<file path="src/rtl/uwe_pkg.sv">
package uwe_pkg;

    localparam int WORD_W = 16;

    typedef enum logic [2:0] {
        ST_IDLE,
        ST_GAP,
        ST_LO,
        ST_HI,
        ST_DESEL,
        ST_POLL,
        ST_TAIL
    } st_e;

    typedef enum logic [2:0] {
        SQ_WREN,
        SQ_WCMD,
        SQ_WDATA,
        SQ_WDS,
        SQ_RCMD,
        SQ_RDATA
    } seq_e;

    localparam logic [2:0] OPC_READ  = 3'b110;
    localparam logic [2:0] OPC_WRITE = 3'b101;
    localparam logic [2:0] OPC_MISC  = 3'b100;

endpackage

</file>
<file path="src/rtl/uwe_halftick.sv">
module uwe_halftick #(
    parameter int HALF = 132
) (
    input  logic clk,
    input  logic rst_n,
    input  logic clr,
    output logic tick
);
    localparam int CW = (HALF < 2) ? 1 : $clog2(HALF);

    logic [CW-1:0] cnt_d, cnt_q;
    logic          wrap;

    assign wrap = (cnt_q == CW'(HALF - 1));
    assign tick = !clr && wrap;

    always_comb begin
        if (clr || wrap) cnt_d = '0;
        else             cnt_d = cnt_q + 1'b1;
    end

    always_ff @(posedge clk or negedge rst_n) begin
        if (!rst_n) cnt_q <= '0;
        else        cnt_q <= cnt_d;
    end
endmodule

</file>
<file path="src/rtl/uwe_poll_timer.sv">
module uwe_poll_timer #(
    parameter int INTERVAL  = 330,
    parameter int MAX_POLLS = 20000
) (
    input  logic clk,
    input  logic rst_n,
    input  logic en,
    output logic strobe,
    output logic last
);
    localparam int IW = (INTERVAL < 2) ? 1 : $clog2(INTERVAL);
    localparam int NW = $clog2(MAX_POLLS + 1);

    logic [IW-1:0] ivl_d, ivl_q;
    logic [NW-1:0] num_d, num_q;

    assign strobe = en && (ivl_q == IW'(INTERVAL - 1));
    assign last   = (num_q == NW'(MAX_POLLS - 1));

    always_comb begin
        ivl_d = ivl_q;
        num_d = num_q;
        if (!en) begin
            ivl_d = '0;
            num_d = '0;
        end else if (strobe) begin
            ivl_d = '0;
            if (!last) num_d = num_q + 1'b1;
        end else begin
            ivl_d = ivl_q + 1'b1;
        end
    end

    always_ff @(posedge clk or negedge rst_n) begin
        if (!rst_n) begin
            ivl_q <= '0;
            num_q <= '0;
        end else begin
            ivl_q <= ivl_d;
            num_q <= num_d;
        end
    end
endmodule

</file>
<file path="src/rtl/uwe_cmd_gen.sv">
module uwe_cmd_gen
    import uwe_pkg::*;
#(
    parameter int ADDR_BITS = 8
) (
    input  seq_e                   kind,
    input  logic [ADDR_BITS-1:0]   waddr,
    output logic [ADDR_BITS+2:0]   cmd
);
    localparam logic [ADDR_BITS-1:0] ENA_FIELD = ADDR_BITS'(2'b11) << (ADDR_BITS - 2);

    always_comb begin
        case (kind)
            SQ_WREN: cmd = {OPC_MISC, ENA_FIELD};
            SQ_WDS:  cmd = {OPC_MISC, {ADDR_BITS{1'b0}}};
            SQ_WCMD: cmd = {OPC_WRITE, waddr};
            default: cmd = {OPC_READ, waddr};
        endcase
    end
endmodule

</file>
<file path="src/rtl/uwire_eeprom_master.sv">
module uwire_eeprom_master
    import uwe_pkg::*;
#(
    parameter int HALF_DIV    = 132,
    parameter int ADDR_BITS   = 8,
    parameter int POLL_CYCLES = 330,
    parameter int MAX_POLLS   = 20000
) (
    input  logic                  clk,
    input  logic                  rst_n,
    input  logic                  start,
    input  logic                  op_write,
    input  logic [ADDR_BITS:0]    byte_off,
    input  logic [WORD_W-1:0]     wdata,
    output logic [WORD_W-1:0]     rdata,
    output logic                  done,
    output logic                  timeout,
    output logic                  ee_cs,
    output logic                  ee_sck,
    output logic                  ee_sdo,
    input  logic                  ee_sdi
);
    localparam int CMD_BITS = ADDR_BITS + 3;
    localparam int SH_W     = (CMD_BITS > WORD_W) ? CMD_BITS : WORD_W;
    localparam int CNT_W    = $clog2(SH_W);

    typedef struct packed {
        st_e                  st;
        seq_e                 seq;
        logic [SH_W-1:0]      shreg;
        logic [CNT_W-1:0]     bitcnt;
        logic [WORD_W-1:0]    rd;
        logic [WORD_W-1:0]    rdata;
        logic [WORD_W-1:0]    wdata;
        logic [ADDR_BITS-1:0] waddr;
        logic                 tmo;
        logic                 done;
        logic                 cs;
        logic                 sck;
        logic                 sdo;
    } regs_t;

    regs_t r_d, r_q;

    logic                 tick;
    logic                 poll_strobe;
    logic                 poll_last;
    seq_e                 nxt_kind;
    logic [ADDR_BITS-1:0] nxt_addr;
    logic [CMD_BITS-1:0]  cmd;
    logic [SH_W-1:0]      cmd_load;
    logic [SH_W-1:0]      data_load;
    logic                 unused_byte_lsb;

    assign unused_byte_lsb = byte_off[0];

    uwe_halftick #(.HALF(HALF_DIV)) u_tick (
        .clk   (clk),
        .rst_n (rst_n),
        .clr   ((r_q.st == ST_IDLE) || (r_q.st == ST_POLL)),
        .tick  (tick)
    );

    uwe_poll_timer #(.INTERVAL(POLL_CYCLES), .MAX_POLLS(MAX_POLLS)) u_poll (
        .clk    (clk),
        .rst_n  (rst_n),
        .en     (r_q.st == ST_POLL),
        .strobe (poll_strobe),
        .last   (poll_last)
    );

    // Which command the next frame will carry, picked from the registered state
    always_comb begin
        nxt_addr = r_q.waddr;
        if (r_q.st == ST_IDLE) begin
            nxt_kind = op_write ? SQ_WREN : SQ_RCMD;
            nxt_addr = byte_off[ADDR_BITS:1];
        end else if (r_q.st == ST_POLL) begin
            nxt_kind = SQ_WDS;
        end else if (r_q.seq == SQ_WREN) begin
            nxt_kind = SQ_WCMD;
        end else begin
            nxt_kind = SQ_RCMD;
        end
    end

    uwe_cmd_gen #(.ADDR_BITS(ADDR_BITS)) u_cmd (
        .kind  (nxt_kind),
        .waddr (nxt_addr),
        .cmd   (cmd)
    );

    assign cmd_load  = SH_W'(cmd) << (SH_W - CMD_BITS);
    assign data_load = SH_W'(r_q.wdata) << (SH_W - WORD_W);

    always_comb begin
        r_d      = r_q;
        r_d.done = 1'b0;
        case (r_q.st)
            ST_IDLE: begin
                if (start) begin
                    r_d.seq    = op_write ? SQ_WREN : SQ_RCMD;
                    r_d.waddr  = byte_off[ADDR_BITS:1];
                    r_d.wdata  = wdata;
                    r_d.tmo    = 1'b0;
                    r_d.shreg  = cmd_load;
                    r_d.bitcnt = CNT_W'(CMD_BITS - 1);
                    r_d.st     = ST_GAP;
                end
            end
            ST_GAP: if (tick) r_d.st = ST_LO;
            ST_LO:  if (tick) r_d.st = ST_HI;
            ST_HI: begin
                if (tick) begin
                    if (r_q.seq == SQ_RDATA) r_d.rd = {r_q.rd[WORD_W-2:0], ee_sdi};
                    r_d.shreg = r_q.shreg << 1;
                    if (r_q.bitcnt != '0) begin
                        r_d.bitcnt = r_q.bitcnt - 1'b1;
                        r_d.st     = ST_LO;
                    end else begin
                        case (r_q.seq)
                            SQ_WREN: begin
                                r_d.seq    = SQ_WCMD;
                                r_d.shreg  = cmd_load;
                                r_d.bitcnt = CNT_W'(CMD_BITS - 1);
                                r_d.st     = ST_GAP;
                            end
                            SQ_WCMD: begin
                                r_d.seq    = SQ_WDATA;
                                r_d.shreg  = data_load;
                                r_d.bitcnt = CNT_W'(WORD_W - 1);
                                r_d.st     = ST_LO;
                            end
                            SQ_WDATA: r_d.st = ST_DESEL;
                            SQ_RCMD: begin
                                r_d.seq    = SQ_RDATA;
                                r_d.bitcnt = CNT_W'(WORD_W - 1);
                                r_d.st     = ST_LO;
                            end
                            default: r_d.st = ST_TAIL;
                        endcase
                    end
                end
            end
            ST_DESEL: if (tick) r_d.st = ST_POLL;
            ST_POLL: begin
                if (poll_strobe && (ee_sdi || poll_last)) begin
                    r_d.tmo    = !ee_sdi;
                    r_d.seq    = SQ_WDS;
                    r_d.shreg  = cmd_load;
                    r_d.bitcnt = CNT_W'(CMD_BITS - 1);
                    r_d.st     = ST_GAP;
                end
            end
            ST_TAIL: begin
                if (tick) begin
                    r_d.st   = ST_IDLE;
                    r_d.done = 1'b1;
                    if (r_q.seq == SQ_RDATA) r_d.rdata = r_q.rd;
                end
            end
            default: r_d.st = ST_IDLE;
        endcase

        // Registered pin values follow the next state
        r_d.cs  = (r_d.st == ST_LO) || (r_d.st == ST_HI) || (r_d.st == ST_POLL);
        r_d.sck = (r_d.st == ST_HI);
        r_d.sdo = ((r_d.st == ST_LO) || (r_d.st == ST_HI)) &&
                  (r_d.seq != SQ_RDATA) && r_d.shreg[SH_W-1];
    end

    always_ff @(posedge clk or negedge rst_n) begin
        if (!rst_n) begin
            r_q        <= '0;
            r_q.st     <= ST_IDLE;
            r_q.seq    <= SQ_RCMD;
        end else begin
            r_q <= r_d;
        end
    end

    assign rdata   = r_q.rdata;
    assign done    = r_q.done;
    assign timeout = r_q.tmo;
    assign ee_cs   = r_q.cs;
    assign ee_sck  = r_q.sck;
    assign ee_sdo  = r_q.sdo;
endmodule

</file>
<file path="config.mk">
export PLATFORM = sky130hd
export DESIGN_NAME = uwire_eeprom_master
export DESIGN_NICKNAME = d
export VERILOG_FILES = /design/src/rtl/uwe_pkg.sv /design/src/rtl/uwe_halftick.sv /design/src/rtl/uwe_poll_timer.sv /design/src/rtl/uwe_cmd_gen.sv /design/src/rtl/uwire_eeprom_master.sv
export SDC_FILE = /design/constraint.sdc
export NUM_CORES = 1
export LEC_CHECK = 0
export BUFFER_PORTS_ARGS = -buffer_cell sky130_fd_sc_hd__clkbuf_2
export CELL_PAD_IN_SITES_DETAIL_PLACEMENT = 2
export CELL_PAD_IN_SITES_GLOBAL_PLACEMENT = 2
export CORE_AREA = 8 8 128 130
export DETAILED_ROUTE_END_ITERATION = 12
export DIE_AREA = 0 0 136 138
export MAX_ROUTING_LAYER = met4
export PLACE_DENSITY_LB_ADDON = 0.3
export SLEW_MARGIN = 5
export SYNTH_ARGS = -nofsm -noshare
export SYNTH_HDL_FRONTEND = slang
export SYNTH_SLANG_ARGS = --single-unit
</file>
<file path="constraint.sdc">
create_clock -name clk -period 3.21 [get_ports clk]
set_input_delay 0.321 -clock clk [delete_from_list [all_inputs] [get_ports clk]]
set_output_delay 0.321 -clock clk [all_outputs]
set_load 0.05 [all_outputs]
</file>
==> metrics.yaml, run 1 <==
layout:
  finalNonFillerCells: 740
  final_cell_mix: "dfrtp_1, nor2_1, mux2_2, clkbuf_2, nand2_1"
  drive_above_1_share_pct: 28.1
  area_growth_pct: 18.3
  antenna_cells: 0
  final_nets: 579
  n_fill_cell: 1438
  final_common_cell: "dfrtp_1"
drt:
  finalWirelength_microns: 15100
  route.detailed.drc: 0
  drt-pass1-iter-count: 4
  wl_per_cell_microns: 20.4
  antenna_left: 0
  vias_per_cell: 5.44
  drt_iter0_drc: 191
  vias: 4027
die:
  start_util_pct: 39.3
  dieHeight_microns: 138
  die-area_sq_um: 18800
  rows: 44
  dieWidth_microns: 136
  pin_count: 51
  core_area_sq_um: 14300
critical_path:
  worstPathArrival_ns: 3.24
  crit_path_start_kind: "flop"
  crit_path_max_fanout: 10
  cp.required_ns: 3.56
  worstSetupPathType: "flop to flop"
  cp-end-kind: "flop"
yosys:
  yosys_warnings: 0
  syn_nets: 539
  synth-compound-area-share_pct: 10.4
  syn-mean-instance-area_sq_um: 11.2
  ys_ff_latch: 119
  yosys_most_used_dff: "dfrtp_1"
  synth_top_family_by_area: "simple AND/OR/NAND/NOR gates"
  synthSimpleGateAreaFrac_pct: 13.4
  async_flop_share_pct: 100
  synth-xor-area-share_pct: 4.52
  yosys.area_share.adder_pct: 1.33
  synthDistinctLibCells: 60
  synthCells: 503
  synth_edf_count: 0
  syn_area_sq_um: 5630
  yosysSeqAreaShare_pct: 53.0
  synth_mux_area_share_pct: 12.5
sta:
  min_period_ns: 2.89
  slew-limit-headroom_pct: 39.6
  min_period_over_period_pct: 90.0
  fin_skew_ns: 0.00930
  setup_tns_ns: 0
  worst-slew-pin-transition_ns: 0.906
  setup_violations: 0
  hold_slack_ns: 0.0394
  hold_viol: 0
  slew_violations: 0
  clock.fmax_ghz: 0.346
  rsz0062_at_grt: "false"
run:
  drv_cap: 0
clock_network:
  post-cts-setup-buffers: 0
  cts_resized: 0
  cts_max_path_buffers: 2
  cts_num_sinks: 119
  cts_max_level: 4
  cts_tree: "built"
  numCtsBuffers: 17
  cts_hold_buffers: 0
  path_clk_slew_ns: 0.06
  clk_latency_ns: 0.42
  cts-root-buf: "clkbuf_16"
pwr:
  ir_worst_vdd_v: 0.000364
  power_density_nw_per_um2: 561
  leakage_nw: 3.12
placed_design:
  port-buffer-count: 49
  dp_hpwl_microns: 9720
  routabilityCongestion: 0.753
  place_inst: 708
hold_path:
  worstHoldPathType: "input port to asynchronous set/reset pin"
run_status:
  status: "finished clean"
grt:
  grt.overflow.total: 0
  grt_pass1_wl_microns: 25400
  antenna_found_initial: 0
  grt_max_degree: 70
  grt_usage_pct: 17.9
  grt_pass1_vias: 4660
critical path, cell delays in order, from the launching register on:
cell and delay [ns]:
dfrtp_1 0.41, inv_1 0.12, ha_1 0.20, or3b_1 0.49
or3_1 0.54, nor2_1 0.32, buf_4 0.24, a22oi_1 0.08
o32ai_1 0.19, mux2_1 0.21
metal layers:
metal	global-route usage, %	up-vias	part of all wire [%]
li1	-	1853	-
met1	20.4	2093	42
met2	30.0	59	53
met3	4.02	22	2.7
met4	6.42	0	1.6
met5	-	-	0
cell families after synthesis:
kind of cell	after synthesis
AO/OA/AOI/OAI	78
XOR/XNOR	29
adder cells (fa/ha/maj)	6
buffers and inverters	52
flip-flops	119
multiplexers	63
AND/OR/NAND/NOR	156
cells in the mapped netlist, drive strengths merged (10+ instances only):
| cell | n | area share (%) |
|---|---|---|
| a21oi | 15 | 1.3 |
| a22oi | 11 | 1.5 |
| buf | 29 | 3.3 |
| clkbuf | 10 | 0.67 |
| dfrtp | 118 | 52 |
| inv | 13 | 0.87 |
| mux2 | 60 | 12 |
| nand2 | 31 | 2.1 |
| nand3 | 19 | 1.7 |
| nor2 | 59 | 3.9 |
| nor3 | 11 | 0.98 |
| o21ai | 15 | 1.3 |
| xnor2 | 18 | 2.8 |
| xor2 | 11 | 1.7 |
final cells by class:
class / count / area [sq um] / share of cell area [%]
sequential: 119 / 2980 / 44.7
multi-input combinational: 332 / 2380 / 35.8
clock buffer: 22 / 484 / 7.27
timing repair buffer: 60 / 343 / 5.15
tap: 184 / 230 / 3.46
clock inverter: 10 / 190 / 2.86
inverter: 13 / 48.8 / 0.733
worst paths after layout:
| path | from | end | slack, ns | depth (start not counted) |
|---|---|---|---|---|
| setup / recovery | r_q[61] | r_q[73] | 0.32 | 9 |
| hold / removal | rst_n | data_load[4] | 0.04 | 1 |
| setup reg to reg | r_q[61] | r_q[73] | 0.32 | 9 |
| hold reg to reg | r_q[69] | r_q[69] | 0.49 | 2 |
| max in group asynchronous | rst_n | u_poll.ivl_q[4] | 2.38 | 2 |
| min in group clk | wdata[14] | data_load[14] | 0.13 | 2 |
state kept, by name, indices dropped and copies added (netlist names), 8 cells and up:
name          flops
u_tick.cnt_q      8
rdata            16
u_poll.ivl_q      9
u_poll.num_q     15
r_q              50
data_load        16
metrics by stage:
| step | setup WS (ns) | power (W) | utilization (%) | area (sq um) |
|---|---|---|---|---|
| floorplan | 0.808 | 0.00153 | - | 5630 |
| global placement | 0.535 | 0.00159 | 41.8 | 5980 |
| detailed placement | 0.462 | 0.00159 | 41.8 | 5980 |
| CTS | 0.281 | 0.00379 | 46.5 | 6660 |
| global route | 0.146 | 0.00386 | 46.5 | 6660 |
| finish | 0.322 | 0.00374 | 46.5 | 6660 |
power by group:
| group | internal (W) | total, W | switching, W |
|---|---|---|---|
| combinational | 0.0000173 | 0.0000569 | 0.0000395 |
| clock | 0.00146 | 0.00217 | 0.000711 |
| sequential | 0.00150 | 0.00150 | 0.00000103 |
| total | 0.00298 | 0.00374 | 0.000751 |
Power figures use the tool's default switching activity.
==> inputs of run 2 (changes only) <==
- CORE_AREA: 8 8 128 130 -> 8 8 151 111
- DIE_AREA: 0 0 136 138 -> 0 0 159 119
==> run 2 against run 1 <==
  * Via count down 0.15%
  * Critical path depth up 1
  * Sequential share of layout area up 0.33 points
  * Sequential power hardly changed
  * Maximum frequency grew 9.0%
  * Non-clock buffer count grew 4
  * Clock power fell by 14%
  * Largest power group unchanged
==> metrics.yaml, run 2 (same netlist as run 1, synthesis figures left out) <==
run_status:
  status: "finished clean"
clock_network:
  cts_num_sinks: 119  # unchanged
  cts_hold_buffers: 0  # unchanged
  path_clk_slew_ns: 0.06  # about the same
  cts-root-buf: "clkbuf_16"
  clk_latency_ns: 0.42  # about the same
  cts_tree: "built"
  cts_resized: 0  # unchanged
  numCtsBuffers: 17  # unchanged
  cts_max_path_buffers: 2  # unchanged
  cts_max_level: 4  # unchanged
  post-cts-setup-buffers: 0  # unchanged
grt:
  antenna_found_initial: 0  # unchanged
  grt_max_degree: 65  # -7.1%
  grt_pass1_vias: 4586  # -1.6%
  grt_pass1_wl_microns: 24900  # -2.1%
  grt_usage_pct: 17.0  # -0.84 points
  grt.overflow.total: 0  # unchanged
critical_path:
  crit_path_max_fanout: 10  # unchanged
  rrSetupSlack_ns: 0.56  # +0.24 ns
  rr_worst_depth: 10  # +1
  r2r-end: "r_q[73]"
  cp.required_ns: 3.57  # about the same
  cp-end-kind: "flop"
  worstReg2RegStart: "r_q[61]"
  crit_path_start_kind: "flop"
  worstSetupPathType: "flop to flop"
  worstPathArrival_ns: 3.01  # -0.23 ns
pwr:
  switching_power_w: 0.000740  # -1.5%
  combinationalPowerShare_pct: 1.7  # +0.2 points
  ir_worst_vdd_v: 0.000310  # -15%
  swShare_pct: 21.5  # +1.4 points
  power_density_nw_per_um2: 520  # -7.4%
  leakage_nw: 3.11  # -0.56%
  clock_power_share_pct: 54.5  # -3.7 points
  seqPwrFrac_pct: 43.8  # +3.5 points
  p_int_w: 0.00269  # -9.7%
placed_design:
  dp_hpwl_microns: 10300  # +5.9%
  routabilityCongestion: 0.786  # +4.5%
  port-buffer-count: 49  # unchanged
  dp_slack_ns: 0.567  # +0.105 ns
layout:
  final_nets: 583  # +0.69%
  final_cell_mix: "dfrtp_1, nor2_1, mux2_2, clkbuf_2, nand2_1"
  antenna_cells: 0  # unchanged
  largest_reg_flops: 50  # unchanged
  regMostFlops: "r_q"
  area_growth_pct: 17.5
  drive_above_1_share_pct: 28.6  # +0.56 points
  final_common_cell: "dfrtp_1"
drt:
  wl_per_cell_microns: 19.7  # -3.7%
  route.detailed.drc: 0  # unchanged
  vias_per_cell: 5.33  # -2.0%
  antenna_left: 0  # unchanged
  vias: 4021  # -0.15%
  finalWirelength_microns: 14800  # -1.9%
  drt_iter0_drc: 145  # -24%
  drt-pass1-iter-count: 4  # unchanged
die:
  dieHeight_microns: 119  # -14%
  core_area_sq_um: 14400  # +0.26%
  dieWidth_microns: 159  # +17%
  start_util_pct: 39.2  # -0.10 points
  rows: 37  # -16%
  pin_count: 51  # unchanged
  die-area_sq_um: 18900  # +0.82%
sta:
  worst-slew-pin-transition_ns: 0.831  # -0.0752 ns
  min_period_ns: 2.65  # -0.238 ns
  min_period_over_period_pct: 82.5  # -7.4 points
  setup_slack_ns: 0.560  # +0.238 ns
  setup_tns_ns: 0  # unchanged
  hold_viol: 0  # unchanged
  slew-limit-headroom_pct: 44.6  # +5.0 points
  slew_violations: 0  # unchanged
  clock.fmax_ghz: 0.377  # +9.0%
  setup_violations: 0  # unchanged
  fin_skew_ns: 0.0107  # +0.00141 ns
  rsz0062_at_grt: "false"
run:
  drv_cap: 0  # unchanged
hold_path:
  worstHoldPathType: "input port to asynchronous set/reset pin"
==> run 2: worst max-delay path by stage <==
| stage | startpoint | end | slack, ns | cells after the start |
|---|---|---|---|---|
| 5_1_grt | r_q[61] | r_q[73] | 0.38 | 10 |
| 6_report | r_q[61] | r_q[73] | 0.56 | 10 |
| 2_1_floorplan | r_q[61] | r_q[70] | 0.81 | 10 |
| 3_3_place_gp | u_poll.num_q[0] | r_q[73] | 0.65 | 7 |
| 3_5_place_dp | r_q[61] | r_q[73] | 0.57 | 10 |
| 4_1_cts | r_q[61] | r_q[73] | 0.54 | 10 |
==> run 2: layout make-up <==
type                    instances  area [sq um]
clock buffers                  19           453
repair buffers                 64           373
inverters                      13          48.8
well taps                     195           244
fillers                      1471          7740
multi-input cells             332          2380
clock inverters                12           129
flip-flops and latches        119          2980
==> run 2: critical path, cell delays in order, from the launching register on <==
cell,delay [ns]
dfrtp_1,0.42
inv_1,0.12
ha_1,0.21
or3b_1,0.38
or3_1,0.51
buf_4,0.25
nor2_1,0.14
buf_4,0.18
a22oi_1,0.07
o32ai_1,0.14
mux2_1,0.18
==> run 2: power by group through the flow <==
stage | sequential [W] | combinational, W | clock [W]
finish | 0.00150 | 0.0000579 | 0.00187
global route | 0.00150 | 0.0000665 | 0.00199
global placement | 0.00153 | 0.0000582 | 0
floorplan | 0.00153 | 0.00000333 | 0
detailed placement | 0.00153 | 0.0000607 | 0
CTS | 0.00150 | 0.0000614 | 0.00192
==> run 2: per-layer routing <==
metal | vias to the layer above | wire [microns] | track usage (%)
met2 | 45 | 7500 | 28.0
met5 | - | 0 | -
met1 | 2103 | 6790 | 20.4
met3 | 18 | 369 | 3.72
met4 | 0 | 180 | 6.23
li1 | 1855 | - | -
==> run 2: through the flow <==
stage | total power (W) | instances | util, % | area [sq um] | hold WS (ns)
3_3_place_gp | 0.00159 | 723 | 42.0 | 6030 | 0.467
5_1_grt | 0.00356 | 754 | 46.1 | 6610 | 0.0652
2_1_floorplan | 0.00153 | 503 | - | 5630 | 0.0254
4_1_cts | 0.00348 | 754 | 46.1 | 6610 | 0.0260
3_5_place_dp | 0.00159 | 723 | 42.0 | 6030 | 0.482
6_report | 0.00343 | 754 | 46.1 | 6610 | 0.00436
==> inputs of run 3 (changes only) <==
- clock period: 3.21 -> 2.5 ns (I/O delays scaled with it)
==> run 3 against run 2 <==
  * Count of clock-buffer cells in the layout up 5
  * Non-clock buffer count up 14
  * Critical path type unchanged
  * Sequential power up 29%
  * Via count up 2.3%
  * Critical endpoint is now r_q[79]
  * Cell count up 2.0%
  * Combinational power up 31%
  * Hold slack better by 0.055 ns
  * Flip-flop and latch count unchanged
  * Clock skew down 0.0013 ns
  * Power up 38%
==> metrics.yaml, run 3 (same netlist as run 1, synthesis figures left out) <==
drt:
  antenna_left: 0  # unchanged
  vias: 4115  # +2.3%
  route.detailed.drc: 0  # unchanged
  wl_per_cell_microns: 21.6  # +10%
  finalWirelength_microns: 16600  # +12%
  vias_per_cell: 5.35  # +0.34%
  drt-pass1-iter-count: 4  # unchanged
  drt_iter0_drc: 129  # -11%
critical_path:
  cp.required_ns: 2.86  # -0.71 ns
  worstPathArrival_ns: 2.80  # -0.21 ns
  rr_worst_depth: 10  # unchanged
  worstSetupPathType: "flop to flop"
  critPathMaxStageDelay_ns: 0.40  # -0.11 ns
  r2r-end: "r_q[79]"
  cp-end-kind: "flop"
  critPathSlowestCell: "or3b_1"
  path_cells: "inv_1 > ha_2 > or3b_1 > or3_4 > buf_6 > nor2_2 > buf_2 > a22oi_1 > a21oi_1 > a211o_1"
  rrSetupSlack_ns: 0.06  # -0.50 ns
  crit_path_max_fanout: 15  # +5
  worstReg2RegStart: "r_q[61]"
  crit_path_start_kind: "flop"
sta:
  slew_violations: 0  # unchanged
  worst-slew-pin-transition_ns: 0.543  # -0.288 ns
  clock.fmax_ghz: 0.410  # +8.7%
  slew-limit-headroom_pct: 62.9  # +18 points
  min_period_ns: 2.44  # -0.212 ns
  fin_skew_ns: 0.00945  # -0.00125 ns
  setup_slack_ns: 0.0623  # -0.498 ns
  hold_slack_ns: 0.0590  # +0.0547 ns
  min_period_over_period_pct: 97.5  # +15 points
  setup_violations: 0  # unchanged
  hold_viol: 0  # unchanged
layout:
  final_nets: 597  # +2.4%
  final_common_cell: "dfrtp_1"
  antenna_cells: 0  # unchanged
  n_fill_cell: 1453  # -1.2%
  final_cell_mix: "dfrtp_1, nor2_1, mux2_2, clkbuf_2, nand2_1"
  final_util_pct: 48.0  # +2.0 points
  largest_reg_flops: 50  # unchanged
  drive_above_1_share_pct: 31.7  # +3.1 points
  regMostFlops: "r_q"
  finalNonFillerCells: 769  # +2.0%
  area_growth_pct: 22.5
clock_network:
  cts_max_path_buffers: 2  # unchanged
  cts_max_level: 4  # unchanged
  cts_num_sinks: 119  # unchanged
  cts-root-buf: "clkbuf_16"
  cts_tree: "built"
  path_clk_slew_ns: 0.06  # about the same
  clk_latency_ns: 0.42  # about the same
  numCtsBuffers: 17  # unchanged
grt:
  grt-busiest-layer: "met2"
  antenna_found_initial: 0  # unchanged
  grt_max_degree: 61  # -6.2%
  grt_pass1_wl_microns: 27200  # +9.3%
  use_met1_pct: 22.1  # +1.7 points
  met2_usage_pct: 32.2  # +4.1 points
  grt_pass1_vias: 4760  # +3.8%
  grt.overflow.total: 0  # unchanged
  met3_usage_pct: 3.54  # -0.17 points
  grt_usage_pct: 19.0  # +1.9 points
die:
  dieWidth_microns: 159  # unchanged
  pin_count: 51  # unchanged
  die-area_sq_um: 18900  # unchanged
  dieHeight_microns: 119  # unchanged
  rows: 37  # unchanged
  core_area_sq_um: 14400  # unchanged
  start_util_pct: 39.2  # unchanged
pwr:
  leakage_nw: 3.23  # +3.9%
  ir_worst_vdd_v: 0.000435  # +40%
  total_power_w: 0.00474  # +38%
  power_density_nw_per_um2: 688  # +32%
hold_path:
  worstHoldPathType: "input port to flop"
  whs_path_depth: 2
  holdCritStartpoint: "wdata[3]"
  hold_end: "data_load[3]"
placed_design:
  port-buffer-count: 49  # unchanged
  dp_hpwl_microns: 11100  # +8.2%
  place_inst: 732  # +1.2%
  routabilityCongestion: 0.764  # -2.8%
  dp_slack_ns: -0.0572  # -0.624 ns
run:
  drv_cap: 0  # unchanged
run_status:
  status: "finished clean"
## run 3: cell count changes in the layout (fill, tap and decap cells not counted), moves of 3 or more
cell,before,now
clkbuf_1,0,4
buf_12,1,4
clkinv_4,3,0
buf_4,15,22
bufinv_16,2,5
## run 3: routing by layer
layer | vias to the layer above | share of wire (%)
met5 | - | 0
met4 | 0 | 2.0
met3 | 29 | 2.2
met2 | 63 | 52
met1 | 2149 | 44
li1 | 1874 | -
## run 3: repair_timing
action | CTS | global route
gates cloned | 0 | 1
buffers inserted | 0 | 3
setup endpoints to repair | 3 | 13
endpoints found under the hold margin | 20 | 0
hold buffers | 1 | 0
pin swaps | 1 | 0
gates resized for setup | 6 | 10
## run 3: area by class of cell
cell class | count | area [sq um] | share of cell area [%]
Timing Repair Buffer | 78 | 523 | 7.59
Tap cell | 195 | 244 | 3.54
Multi-Input combinational cell | 332 | 2450 | 35.5
Sequential cell | 119 | 2980 | 43.2
Clock buffer | 24 | 482 | 6.99
Clock inverter | 8 | 168 | 2.43
Inverter | 13 | 48.8 | 0.708
## run 3: how the worst max path moves through the flow
stage,start,to,slack [ns],cells after the start
after floorplan,r_q[61],r_q[70],0.1,10
after global placement,r_q[62],ee_sdo,0.15,9
after detailed placement,r_q[62],ee_sdo,-0.06,9
after CTS,r_q[62],r_q[70],-0.02,10
after global routing,r_q[61],r_q[79],-0.05,10
final,r_q[61],r_q[79],0.06,10
## run 3: power breakdown
part / leakage, nW / total (W) / internal [W] / switching [W]
combinational: 1.34 / 0.0000758 / 0.0000244 / 0.0000513
clock: 0.314 / 0.00274 / 0.00185 / 0.000892
sequential: 1.58 / 0.00193 / 0.00193 / 0.00000133
total: 3.23 / 0.00474 / 0.00380 / 0.000945
## run 3: per-stage QoR
step	setup TNS [ns]	instance area, sq um
2_1_floorplan	0	5630
3_3_place_gp	0	6120
3_5_place_dp	-0.0572	6120
4_1_cts	-0.0244	6810
5_1_grt	-0.0484	6890
6_report	0	6890
## run 3: worst max-delay path: cells and delay by family (launching register included)
| family | cells | cell delay, ns |
|---|---|---|
| fa+ha+maj | 1 | 0.21 |
| simple gates | 3 | 0.90 |
| flops | 1 | 0.38 |
| compound gates | 3 | 0.40 |
| buf+inv | 3 | 0.48 |
